===== config.mk =====
export PLATFORM = sky130hd
export DESIGN_NAME = i2c_target_mmio
export DESIGN_NICKNAME = d
export VERILOG_FILES = /design/src/rtl/i2c_tgt_pkg.sv /design/src/rtl/i2c_tgt_sync.sv /design/src/rtl/i2c_tgt_linemon.sv /design/src/rtl/i2c_tgt_engine.sv /design/src/rtl/i2c_tgt_csr.sv /design/src/rtl/i2c_target_mmio.sv
export SDC_FILE = /design/constraint.sdc
export NUM_CORES = 1
export LEC_CHECK = 0
export CAP_MARGIN = 20
export CORE_UTILIZATION = 49
export CTS_BUF_LIST = sky130_fd_sc_hd__clkbuf_4 sky130_fd_sc_hd__clkbuf_8 sky130_fd_sc_hd__clkbuf_16
export DETAILED_ROUTE_END_ITERATION = 7
export PLACE_DENSITY = 0.81
export SETUP_SLACK_MARGIN = 0.15
export SYNTH_ARGS = -nofsm -noshare
export SYNTH_HDL_FRONTEND = slang
export SYNTH_SLANG_ARGS = --single-unit
export TNS_END_PERCENT = 50

===== constraint.sdc =====
create_clock -name clk -period 2.1 [get_ports clk]
set_input_delay 0.315 -clock clk [delete_from_list [all_inputs] [get_ports clk]]
set_output_delay 0.315 -clock clk [all_outputs]
set_load 0.1 [all_outputs]

===== src/rtl/i2c_tgt_pkg.sv =====
`timescale 1ns/1ps
// Shared types and register offsets for the I2C target controller.
// Assumes byte offsets on a word-aligned host bus.
package i2c_tgt_pkg;

    // Host-visible register offsets
    localparam int unsigned OFS_OWN  = 0;
    localparam int unsigned OFS_STAT = 4;
    localparam int unsigned OFS_DATA = 8;

    // Bit positions inside the status word
    localparam int unsigned STAT_RX  = 0;
    localparam int unsigned STAT_TX  = 1;
    localparam int unsigned STAT_FB  = 2;

    // Byte engine states
    typedef enum logic [3:0] {
        ST_IDLE,
        ST_ADDR,
        ST_ADDR_ACK,
        ST_RX_BYTE,
        ST_RX_HOLD,
        ST_RX_ACK,
        ST_TX_HOLD,
        ST_TX_SETUP,
        ST_TX_BYTE,
        ST_TX_ACK,
        ST_IGNORE
    } eng_state_t;

endpackage


===== src/rtl/i2c_tgt_sync.sv =====
`timescale 1ns/1ps
// Multi-stage synchronizer for asynchronous wire levels.
// Assumes that the inputs idle high, so the stages reset to all ones.
module i2c_tgt_sync #(
    parameter int WIDTH  = 2,
    parameter int STAGES = 2
) (
    input  logic             clk,
    input  logic             rst_n,
    input  logic [WIDTH-1:0] d_in,
    output logic [WIDTH-1:0] q_out
);

    logic [STAGES-1:0][WIDTH-1:0] stage_q;

    // Shift the raw levels through the synchronizer chain
    always_ff @(posedge clk) begin
        if (!rst_n) begin
            stage_q <= '1;
        end else begin
            for (int i = STAGES - 1; i > 0; i--) begin
                stage_q[i] <= stage_q[i-1];
            end
            stage_q[0] <= d_in;
        end
    end

    assign q_out = stage_q[STAGES-1];

endmodule


===== src/rtl/i2c_tgt_linemon.sv =====
`timescale 1ns/1ps
// Turns synchronized SCL/SDA levels into single-cycle events: clock edges,
// START and STOP. Assumes the inputs are already synchronized.
module i2c_tgt_linemon (
    input  logic clk,
    input  logic rst_n,
    input  logic scl_s,
    input  logic sda_s,
    output logic scl_rise,
    output logic scl_fall,
    output logic start_det,
    output logic stop_det
);

    logic scl_q;
    logic sda_q;

    // Keep the previous level of each line
    always_ff @(posedge clk) begin
        if (!rst_n) begin
            scl_q <= 1'b1;
            sda_q <= 1'b1;
        end else begin
            scl_q <= scl_s;
            sda_q <= sda_s;
        end
    end

    // Decode edges and bus conditions from the current and previous levels
    always_comb begin
        scl_rise  = scl_s & ~scl_q;
        scl_fall  = ~scl_s & scl_q;
        start_det = scl_s & scl_q & sda_q & ~sda_s;
        stop_det  = scl_s & scl_q & ~sda_q & sda_s;
    end

endmodule


===== src/rtl/i2c_tgt_engine.sv =====
`timescale 1ns/1ps
// Bit and byte sequencer of the I2C target. It matches the address, shifts
// data in or out, drives ACK, holds SCL low while a byte waits for the host,
// and keeps the receive, transmit and first-byte flags.
// Assumes that the event inputs come from i2c_tgt_linemon and that the host
// strobes last one cycle.
module i2c_tgt_engine
    import i2c_tgt_pkg::*;
#(
    parameter int BYTE_W = 8,
    localparam int ADDR_BITS = BYTE_W - 1,
    localparam int CNT_W = $clog2(BYTE_W + 1)
) (
    input  logic                 clk,
    input  logic                 rst_n,
    input  logic                 scl_rise,
    input  logic                 scl_fall,
    input  logic                 start_det,
    input  logic                 stop_det,
    input  logic                 sda_s,
    input  logic [ADDR_BITS-1:0] own_addr,
    input  logic                 dev_active,
    input  logic                 host_rd_data,
    input  logic                 host_wr_data,
    input  logic [BYTE_W-1:0]    host_wdata,
    output logic                 rx_load,
    output logic [BYTE_W-1:0]    rx_byte,
    output logic                 rreq,
    output logic                 treq,
    output logic                 fbr,
    output logic                 scl_oe,
    output logic                 sda_oe
);

    localparam logic [CNT_W-1:0] CNT_FULL = CNT_W'(BYTE_W);
    localparam logic [CNT_W-1:0] CNT_LAST = CNT_W'(BYTE_W - 1);

    eng_state_t        state;
    logic [BYTE_W-1:0] shreg;
    logic [CNT_W-1:0]  bitcnt;
    logic              dir_rd;
    logic              first_pend;
    logic              mst_ack;

    // A completed receive byte is handed to the data register
    assign rx_load = (state == ST_RX_BYTE) && scl_fall && (bitcnt == CNT_FULL);
    assign rx_byte = shreg;

    // State, shift register and flag update
    always_ff @(posedge clk) begin
        if (!rst_n) begin
            state      <= ST_IDLE;
            shreg      <= '0;
            bitcnt     <= '0;
            dir_rd     <= 1'b0;
            first_pend <= 1'b0;
            mst_ack    <= 1'b0;
            rreq       <= 1'b0;
            treq       <= 1'b0;
            fbr        <= 1'b0;
        end else begin
            if (host_rd_data) begin
                rreq <= 1'b0;
                fbr  <= 1'b0;
            end
            if (host_wr_data) begin
                treq <= 1'b0;
            end

            if (start_det) begin
                state  <= ST_ADDR;
                bitcnt <= '0;
            end else if (stop_det) begin
                state <= ST_IDLE;
            end else begin
                unique case (state)
                    ST_ADDR: begin
                        if (scl_rise && bitcnt != CNT_FULL) begin
                            shreg  <= {shreg[BYTE_W-2:0], sda_s};
                            bitcnt <= bitcnt + 1'b1;
                        end else if (scl_fall && bitcnt == CNT_FULL) begin
                            if (dev_active && shreg[BYTE_W-1:1] == own_addr) begin
                                state  <= ST_ADDR_ACK;
                                dir_rd <= shreg[0];
                            end else begin
                                state <= ST_IGNORE;
                            end
                        end
                    end
                    ST_ADDR_ACK: begin
                        if (scl_fall) begin
                            bitcnt <= '0;
                            if (dir_rd) begin
                                state <= ST_TX_HOLD;
                                treq  <= 1'b1;
                            end else begin
                                state      <= ST_RX_BYTE;
                                first_pend <= 1'b1;
                            end
                        end
                    end
                    ST_RX_BYTE: begin
                        if (scl_rise && bitcnt != CNT_FULL) begin
                            shreg  <= {shreg[BYTE_W-2:0], sda_s};
                            bitcnt <= bitcnt + 1'b1;
                        end else if (rx_load) begin
                            state      <= ST_RX_HOLD;
                            rreq       <= 1'b1;
                            fbr        <= first_pend;
                            first_pend <= 1'b0;
                        end
                    end
                    ST_RX_HOLD: begin
                        if (host_rd_data) begin
                            state <= ST_RX_ACK;
                        end
                    end
                    ST_RX_ACK: begin
                        if (scl_fall) begin
                            state  <= ST_RX_BYTE;
                            bitcnt <= '0;
                        end
                    end
                    ST_TX_HOLD: begin
                        if (host_wr_data) begin
                            shreg  <= host_wdata;
                            bitcnt <= '0;
                            state  <= ST_TX_SETUP;
                        end
                    end
                    ST_TX_SETUP: begin
                        state <= ST_TX_BYTE;
                    end
                    ST_TX_BYTE: begin
                        if (scl_fall) begin
                            shreg  <= {shreg[BYTE_W-2:0], 1'b0};
                            bitcnt <= bitcnt + 1'b1;
                            if (bitcnt == CNT_LAST) begin
                                state <= ST_TX_ACK;
                            end
                        end
                    end
                    ST_TX_ACK: begin
                        if (scl_rise) begin
                            mst_ack <= ~sda_s;
                        end else if (scl_fall) begin
                            if (mst_ack) begin
                                state <= ST_TX_HOLD;
                                treq  <= 1'b1;
                            end else begin
                                state <= ST_IDLE;
                            end
                        end
                    end
                    default: begin
                    end
                endcase
            end
        end
    end

    // Open-drain enables follow the state
    always_comb begin
        scl_oe = (state == ST_RX_HOLD) || (state == ST_TX_HOLD) || (state == ST_TX_SETUP);
        sda_oe = (state == ST_ADDR_ACK) || (state == ST_RX_HOLD) || (state == ST_RX_ACK) ||
                 (((state == ST_TX_SETUP) || (state == ST_TX_BYTE)) && !shreg[BYTE_W-1]);
    end

endmodule


===== src/rtl/i2c_tgt_csr.sv =====
`timescale 1ns/1ps
// Host register file: own address, enable and status, and the data byte.
// The data register is loaded by the engine when a byte arrives and by the
// host before a byte is sent. Read data is combinational from the offset.
module i2c_tgt_csr
    import i2c_tgt_pkg::*;
#(
    parameter int DATA_W = 32,
    parameter int OFS_W  = 4,
    parameter int BYTE_W = 8,
    localparam int ADDR_BITS = BYTE_W - 1
) (
    input  logic                 clk,
    input  logic                 rst_n,
    input  logic                 wr_en,
    input  logic                 rd_en,
    input  logic [OFS_W-1:0]     addr,
    input  logic [DATA_W-1:0]    wdata,
    output logic [DATA_W-1:0]    rdata,
    input  logic                 rx_load,
    input  logic [BYTE_W-1:0]    rx_byte,
    input  logic                 rreq,
    input  logic                 treq,
    input  logic                 fbr,
    output logic [ADDR_BITS-1:0] own_addr,
    output logic                 dev_active,
    output logic                 host_rd_data,
    output logic                 host_wr_data,
    output logic [BYTE_W-1:0]    host_wdata
);

    localparam logic [OFS_W-1:0] A_OWN  = OFS_W'(OFS_OWN);
    localparam logic [OFS_W-1:0] A_STAT = OFS_W'(OFS_STAT);
    localparam logic [OFS_W-1:0] A_DATA = OFS_W'(OFS_DATA);

    logic [BYTE_W-1:0] data_q;
    logic              unused_wbits;

    assign unused_wbits = &{1'b0, wdata[DATA_W-1:BYTE_W]};

    assign host_rd_data = rd_en && (addr == A_DATA);
    assign host_wr_data = wr_en && (addr == A_DATA);
    assign host_wdata   = wdata[BYTE_W-1:0];

    // Hold the address, enable and data byte
    always_ff @(posedge clk) begin
        if (!rst_n) begin
            own_addr   <= '0;
            dev_active <= 1'b0;
            data_q     <= '0;
        end else begin
            if (wr_en && addr == A_OWN) begin
                own_addr <= wdata[ADDR_BITS-1:0];
            end
            if (wr_en && addr == A_STAT) begin
                dev_active <= wdata[0];
            end
            if (rx_load) begin
                data_q <= rx_byte;
            end else if (host_wr_data) begin
                data_q <= host_wdata;
            end
        end
    end

    // Read mux
    always_comb begin
        rdata = '0;
        if (addr == A_OWN) begin
            rdata[ADDR_BITS-1:0] = own_addr;
        end else if (addr == A_STAT) begin
            rdata[STAT_RX] = rreq;
            rdata[STAT_TX] = treq;
            rdata[STAT_FB] = fbr;
        end else if (addr == A_DATA) begin
            rdata[BYTE_W-1:0] = data_q;
        end
    end

endmodule


===== src/rtl/i2c_target_mmio.sv =====
`timescale 1ns/1ps
// I2C target with host register access. It synchronizes the bus wires,
// detects bus events, runs the byte engine and exposes the registers.
// Assumes a system clock at least 8x SCL and open-drain wiring outside.
module i2c_target_mmio #(
    parameter int DATA_W      = 32,
    parameter int OFS_W       = 4,
    parameter int BYTE_W      = 8,
    parameter int SYNC_STAGES = 2,
    localparam int ADDR_BITS  = BYTE_W - 1
) (
    input  logic              clk,
    input  logic              rst_n,
    input  logic              bus_wr,
    input  logic              bus_rd,
    input  logic [OFS_W-1:0]  bus_addr,
    input  logic [DATA_W-1:0] bus_wdata,
    output logic [DATA_W-1:0] bus_rdata,
    input  logic              scl_i,
    input  logic              sda_i,
    output logic              scl_oe,
    output logic              sda_oe
);

    logic                 scl_s;
    logic                 sda_s;
    logic                 scl_rise;
    logic                 scl_fall;
    logic                 start_det;
    logic                 stop_det;
    logic [ADDR_BITS-1:0] own_addr;
    logic                 dev_active;
    logic                 host_rd_data;
    logic                 host_wr_data;
    logic [BYTE_W-1:0]    host_wdata;
    logic                 rx_load;
    logic [BYTE_W-1:0]    rx_byte;
    logic                 rreq;
    logic                 treq;
    logic                 fbr;

    i2c_tgt_sync #(
        .WIDTH  (2),
        .STAGES (SYNC_STAGES)
    ) u_sync (
        .clk   (clk),
        .rst_n (rst_n),
        .d_in  ({scl_i, sda_i}),
        .q_out ({scl_s, sda_s})
    );

    i2c_tgt_linemon u_mon (
        .clk       (clk),
        .rst_n     (rst_n),
        .scl_s     (scl_s),
        .sda_s     (sda_s),
        .scl_rise  (scl_rise),
        .scl_fall  (scl_fall),
        .start_det (start_det),
        .stop_det  (stop_det)
    );

    i2c_tgt_engine #(
        .BYTE_W (BYTE_W)
    ) u_eng (
        .clk          (clk),
        .rst_n        (rst_n),
        .scl_rise     (scl_rise),
        .scl_fall     (scl_fall),
        .start_det    (start_det),
        .stop_det     (stop_det),
        .sda_s        (sda_s),
        .own_addr     (own_addr),
        .dev_active   (dev_active),
        .host_rd_data (host_rd_data),
        .host_wr_data (host_wr_data),
        .host_wdata   (host_wdata),
        .rx_load      (rx_load),
        .rx_byte      (rx_byte),
        .rreq         (rreq),
        .treq         (treq),
        .fbr          (fbr),
        .scl_oe       (scl_oe),
        .sda_oe       (sda_oe)
    );

    i2c_tgt_csr #(
        .DATA_W (DATA_W),
        .OFS_W  (OFS_W),
        .BYTE_W (BYTE_W)
    ) u_csr (
        .clk          (clk),
        .rst_n        (rst_n),
        .wr_en        (bus_wr),
        .rd_en        (bus_rd),
        .addr         (bus_addr),
        .wdata        (bus_wdata),
        .rdata        (bus_rdata),
        .rx_load      (rx_load),
        .rx_byte      (rx_byte),
        .rreq         (rreq),
        .treq         (treq),
        .fbr          (fbr),
        .own_addr     (own_addr),
        .dev_active   (dev_active),
        .host_rd_data (host_rd_data),
        .host_wr_data (host_wr_data),
        .host_wdata   (host_wdata)
    );

endmodule


=== Word level (Yosys, flattened, before mapping) ===
Cells that the tools add are included.

* Register bits after elaboration: 44
* Output and inout port bits: 34

* Add/subtract/negate cells: 1
* Equality and inequality tests: 42
* Muxes and demuxes: 59
* Bitwise gates (word level): 15
* Reductions and logical operators: 35

{| class="wikitable"
|+ Operators by type and width
! operator !! number
|-
| $mux 4 || 17
|-
| $mux 8 || 5
|-
| $pmux 4 s9 || 1
|-
| $ne 4x4->1 const B || 7
|-
| $mux 1 || 27
|-
| $reduce_and 13->1 || 2
|-
| $eq 4x3->1 const B || 6
|-
| $ne 4x3->1 const B || 6
|-
| $pmux 8 s3 || 1
|-
| $reduce_and 6->1 || 3
|-
| $eq 4x4->1 const B || 4
|-
| $ne 2x1->1 const B || 8
|-
| $pmux 4 s4 || 1
|-
| $ne 2x2->1 const B || 7
|-
| $reduce_bool 11->1 || 1
|-
| $logic_and 1x1->1 || 10
|-
| $mux 3 || 3
|-
| $reduce_bool 9->1 || 1
|-
| $eq 4x2->1 const B || 2
|-
| $not 1->1 || 8
|-
| $and 1x1->1 || 7
|-
| $eq 7x7->1 || 1
|-
| $mux 7 || 1
|-
| $reduce_and 7->1 || 1
|-
| other kinds (13) || 22
|}

=== Longest topological paths before layout ===
* Depth in word-level cells: 9
* Mapped depth: 8

=== Cells and area by module ===
From an unflattened synthesis, not the netlist that was laid out.

* Cells, all modules: 367
* Area total of the unflattened synthesis: 2969.1 um2

{| class="wikitable"
|+ By module, submodules not included
! module !! times used !! cells each !! area an instance (um2) !! sequential area each (um2)
|-
| i2c_tgt_engine || 1 || 202 || 1624.1 || 440.4
|-
| i2c_tgt_csr || 1 || 147 || 1139.8 || 320.3
|-
| i2c_tgt_sync || 1 || 10 || 120.1 || 80.1
|-
| i2c_tgt_linemon || 1 || 8 || 85.1 || 40.0
|}

=== Worst setup path before layout ===
OpenSTA, ideal clock, no wires.

* Path type: in2out
* Start point: input bus_addr[1]
* End point: output bus_rdata[0]
* Arrival time: 2.636 ns
* Required time: 1.785 ns
* Path slack: -0.851 ns
* Stages: 5
* Cell sequence: nor4b_2 buf_2 buf_1 nand2_1 a21oi_1

* Cells in the longest elaborated chain, start to end: 4
* Elaborated cells on any way between the ends: 6
* Classes of those cells: 2 x eq/ne; 3 x mux; 1 x reduce/logical

{| class="wikitable"
|+ RTL lines
! what !! line !! text
|-
| start: declaration || i2c_target_mmio.sv:16 || <nowiki>input logic [OFS_W-1:0] bus_addr,</nowiki>
|-
| $eq 4x4->1 || i2c_tgt_csr.sv:75 || <nowiki>end else if (addr == A_DATA) begin</nowiki>
|-
| $mux 8 || i2c_tgt_csr.sv:75 ||
|-
| $mux 3 || i2c_tgt_csr.sv:71 || <nowiki>end else if (addr == A_STAT) begin</nowiki>
|-
| $mux 7 (*) || i2c_tgt_csr.sv:69 || <nowiki>if (addr == A_OWN) begin</nowiki>
|-
| end: declaration || i2c_target_mmio.sv:18 || <nowiki>output logic [DATA_W-1:0] bus_rdata,</nowiki>
|}

Mark *: on every way between the ends. The rest lies on a longest branch, timed or not.

=== Worst setup path in the final report ===
* Start point: input bus_addr[2]
* End point: output bus_rdata[2]

Same word-level chain as after synthesis.

==> results.md <==
- Hold crit path type: flop to flop
- Number of global-route vias before repair: 2598
- Seq/Total Area, Yosys: 30.5%
- Hold Fails Final Rpt: 0
- GPL Wtd Cong: 0.937
- DRC: 0
- Initial Util: 51.7%
- Status: complete, no violations
- Unrepaired setup endpoints after global routing: true
- Post-Synthesis Cell Area: roughly 2900 um2
- CTS Hold Bufs: 0
- Clk_skew: 13.9 ps
- Die H: between 70 and 80 um
- CP Max Fanout: 6
- Post-synth EDFFs: 0
- Primary flip-flop cell chosen by synthesis mapping: dfxtp_1
- Number of vias in the routed layout: 2817
- CTS root buf: clkbuf_8
- Syn avg cell area: slightly above 8 um2
- Core area: 5570 um2
- Antenna violations before repair: 0
- Vias per Instance: 6.02
- Final core utilization: 65.1%
- Leakage: 1.29 nW
- Seq cells post-synth: 44
- Top cell type's share of synthesized area: 30.5%
- DRT iter0 DRCs: 274
- Synth top area cells: dfxtp_1, buf_4, a21oi_1, nand2_1, a311oi_2
- Min cycle time layout: 1920 ps
- Tcrit/Tclk final: 91.3%
- Required @ worst endpoint: roughly 1800 ps
- H-tree Lvls: 2
- CTS clk-pin slew, worst paths: roughly 70 ps
- Placed cells: 451
- Row cnt: 27
- CTS sink count: 44
- Drt first pass iters: 5
- First-pass GRT wire length: 12400 um
- Crit. End Element: output pin
- PortBufs: 27
- Total congestion overflow: 0
- DIE AREA: 6200 um2
- CTS tree: built
- Final cell count without fillers: 468
- Global Route Usage Sum: 25.6%
- Commonest cells in the synthesized netlist: dfxtp_1, nand2_1, a21oi_1
- Leading area contributor after synthesis: dfxtp_1
- Share of layout cells above drive strength 1: 23.2%
- CTS buffer count: 5
- Gate Count Post-Synth: around 350
- Final net count: 439
- Worst Setup Path Type: input pin to output pin
- Power density cells: 619 nW/um2
- Clock latency on the worst-skew pair: roughly 300 ps
- CTS Buffer Depth: 2
- Largest net degree at the start of global routing: 31
- Drt total wl: 7550 um
- Top-count cell post-synth: dfxtp_1
- Syn-to-layout area delta: 25.8%
- HPWL after detailed placement: between 5000 and 6000 um
- MaxCap Viol Count: 0
- FILL cells: 438
- Worst Path Arrival: 1600 ps
- Slew Limit Fails: 0
- Total of warnings raised by yosys: 0
- I/O pin total: 76
- Critical Path Start Type: input pin
- Chip width: 78.7 um
- Fmax: 521 MHz
- # setup viols final: 0
- Post-DR wirelength/cell: 16.1 um
- Asr flop ratio synth: 0%
- Antenna diodes: 0
- Unique masters post-synth: 64
- Antenna Violating Nets Remaining: 0
- Worst VDD drop: 0.000373 V
==> placed cells by master (no fill, tap or decap), drive strengths merged, types with 4 or more instances in the layout <==
cell type      synthesis  layout
a21oi                 31      31
a22o                   4       4
a311oi                16      16
a31oi                  6       6
buf                   38      41
clkbuf                10       7
clkdlybuf4s50          0      13
conb                   1      24
dfxtp                 44      44
dlygate4sd2            0       4
inv                   10      10
mux2i                 11      11
nand2                 36      36
nand2b                12      12
nand3                 20      20
nand3b                 4       4
nor2                  24      24
nor2b                  4       4
nor3                   7       7
o21ai                 12      12
o22ai                  4       4
xnor2                  8       8
==> cell families after synthesis <==
group	Yosys count	share of synthesized area, %
simple gates	132	24.4
compound gates	97	25.2
buf+inv	58	12.6
flops	44	30.5
mux	11	3.82
xor+xnor	8	2.43
fa+ha+maj	2	0.868
other cells	1	0.130
==> layer usage <==
metal | vias to the layer above | share of wire (%) | global-route usage [%] | wire length (um)
met1 | 1331 | 44 | 33.3 | 3290
met3 | 24 | 7.3 | 5.17 | 551
li1 | 1318 | - | - | -
met2 | 144 | 47 | 41.2 | 3530
met5 | - | 0 | 0 | 0
met4 | 0 | 2.5 | 10.2 | 188
==> per-stage QoR <==
stage	power [W]	hold WS, ps	TNS [ps]	instance area, um2	setup slack (ps)
after floorplan	0.00152	386	-60.2	3040	-30.1
after global placement	0.00165	388	-1380	3350	-134
after detailed placement	0.00166	399	-1840	3350	-157
after CTS	0.00222	417	0	3590	69.8
after global routing	0.00234	446	0	3630	135
final	0.00224	413	0	3630	182
==> where the power goes <==
| part | internal, W | leakage, nW | switching, W |
|---|---|---|---|
| Clock | 0.000264 | 0.0493 | 0.000297 |
| Combinational | 0.000248 | 0.880 | 0.000500 |
| Sequential | 0.000873 | 0.359 | 0.0000625 |
==> worst max-delay path, stage by stage <==
cell	delay (ps)
dlygate4sd2_1	270
nor4b_4	270
buf_4	180
buf_8	120
nand2_2	70
a21oi_4	170
buf_12	190
==> flip-flops by register name, summed over array words and instances, names as in the netlist <==
register / flops
u_eng.fbr: 1
u_sync.q_out: 2
u_eng.dir_rd: 1
u_csr.dev_active: 1
u_eng.treq: 1
u_eng.rx_byte: 8
u_eng.mst_ack: 1
u_csr.own_addr: 7
u_eng.state: 4
u_mon.scl_q: 1
u_eng.bitcnt: 4
u_sync.stage_q: 2
u_eng.rreq: 1
u_csr.data_q: 8
u_mon.sda_q: 1
u_eng.first_pend: 1
==> final timing paths <==
path | start | end | slack [ps] | cells after the start
min reg2reg | u_sync.stage_q[0]$_SDFF_PN1_ | u_sync.q_out[0]$_SDFF_PN1_ | 410 | 1
min | u_sync.stage_q[0]$_SDFF_PN1_ | u_sync.q_out[0]$_SDFF_PN1_ | 410 | 1
max | bus_addr[2] | bus_rdata[2] | 180 | 7
max reg2reg | u_eng.state[1]$_SDFFE_PP0P_ | u_eng.rx_byte[4]$_SDFFE_PN0P_ | 260 | 5
==> final cells by class <==
cell class	instances	area, um2	share of cell area (%)
multi-input combinational	274	1860	51.3
sequential	44	888	24.5
timing repair buffer	60	657	18.1
tap	72	90.1	2.48
clock buffer	7	83.8	2.31
inverter	10	37.5	1.03
clock inverter	1	8.76	0.241
==> timing repair <==
action                                 CTS  global route
cloned                                   2             0
pin swaps                                7             0
gates resized for setup                 21             8
endpoints found under the hold margin    0             0
setup buffers                            7             0
setup endpoints to repair               10            20
Power figures use the tool's default switching activity.
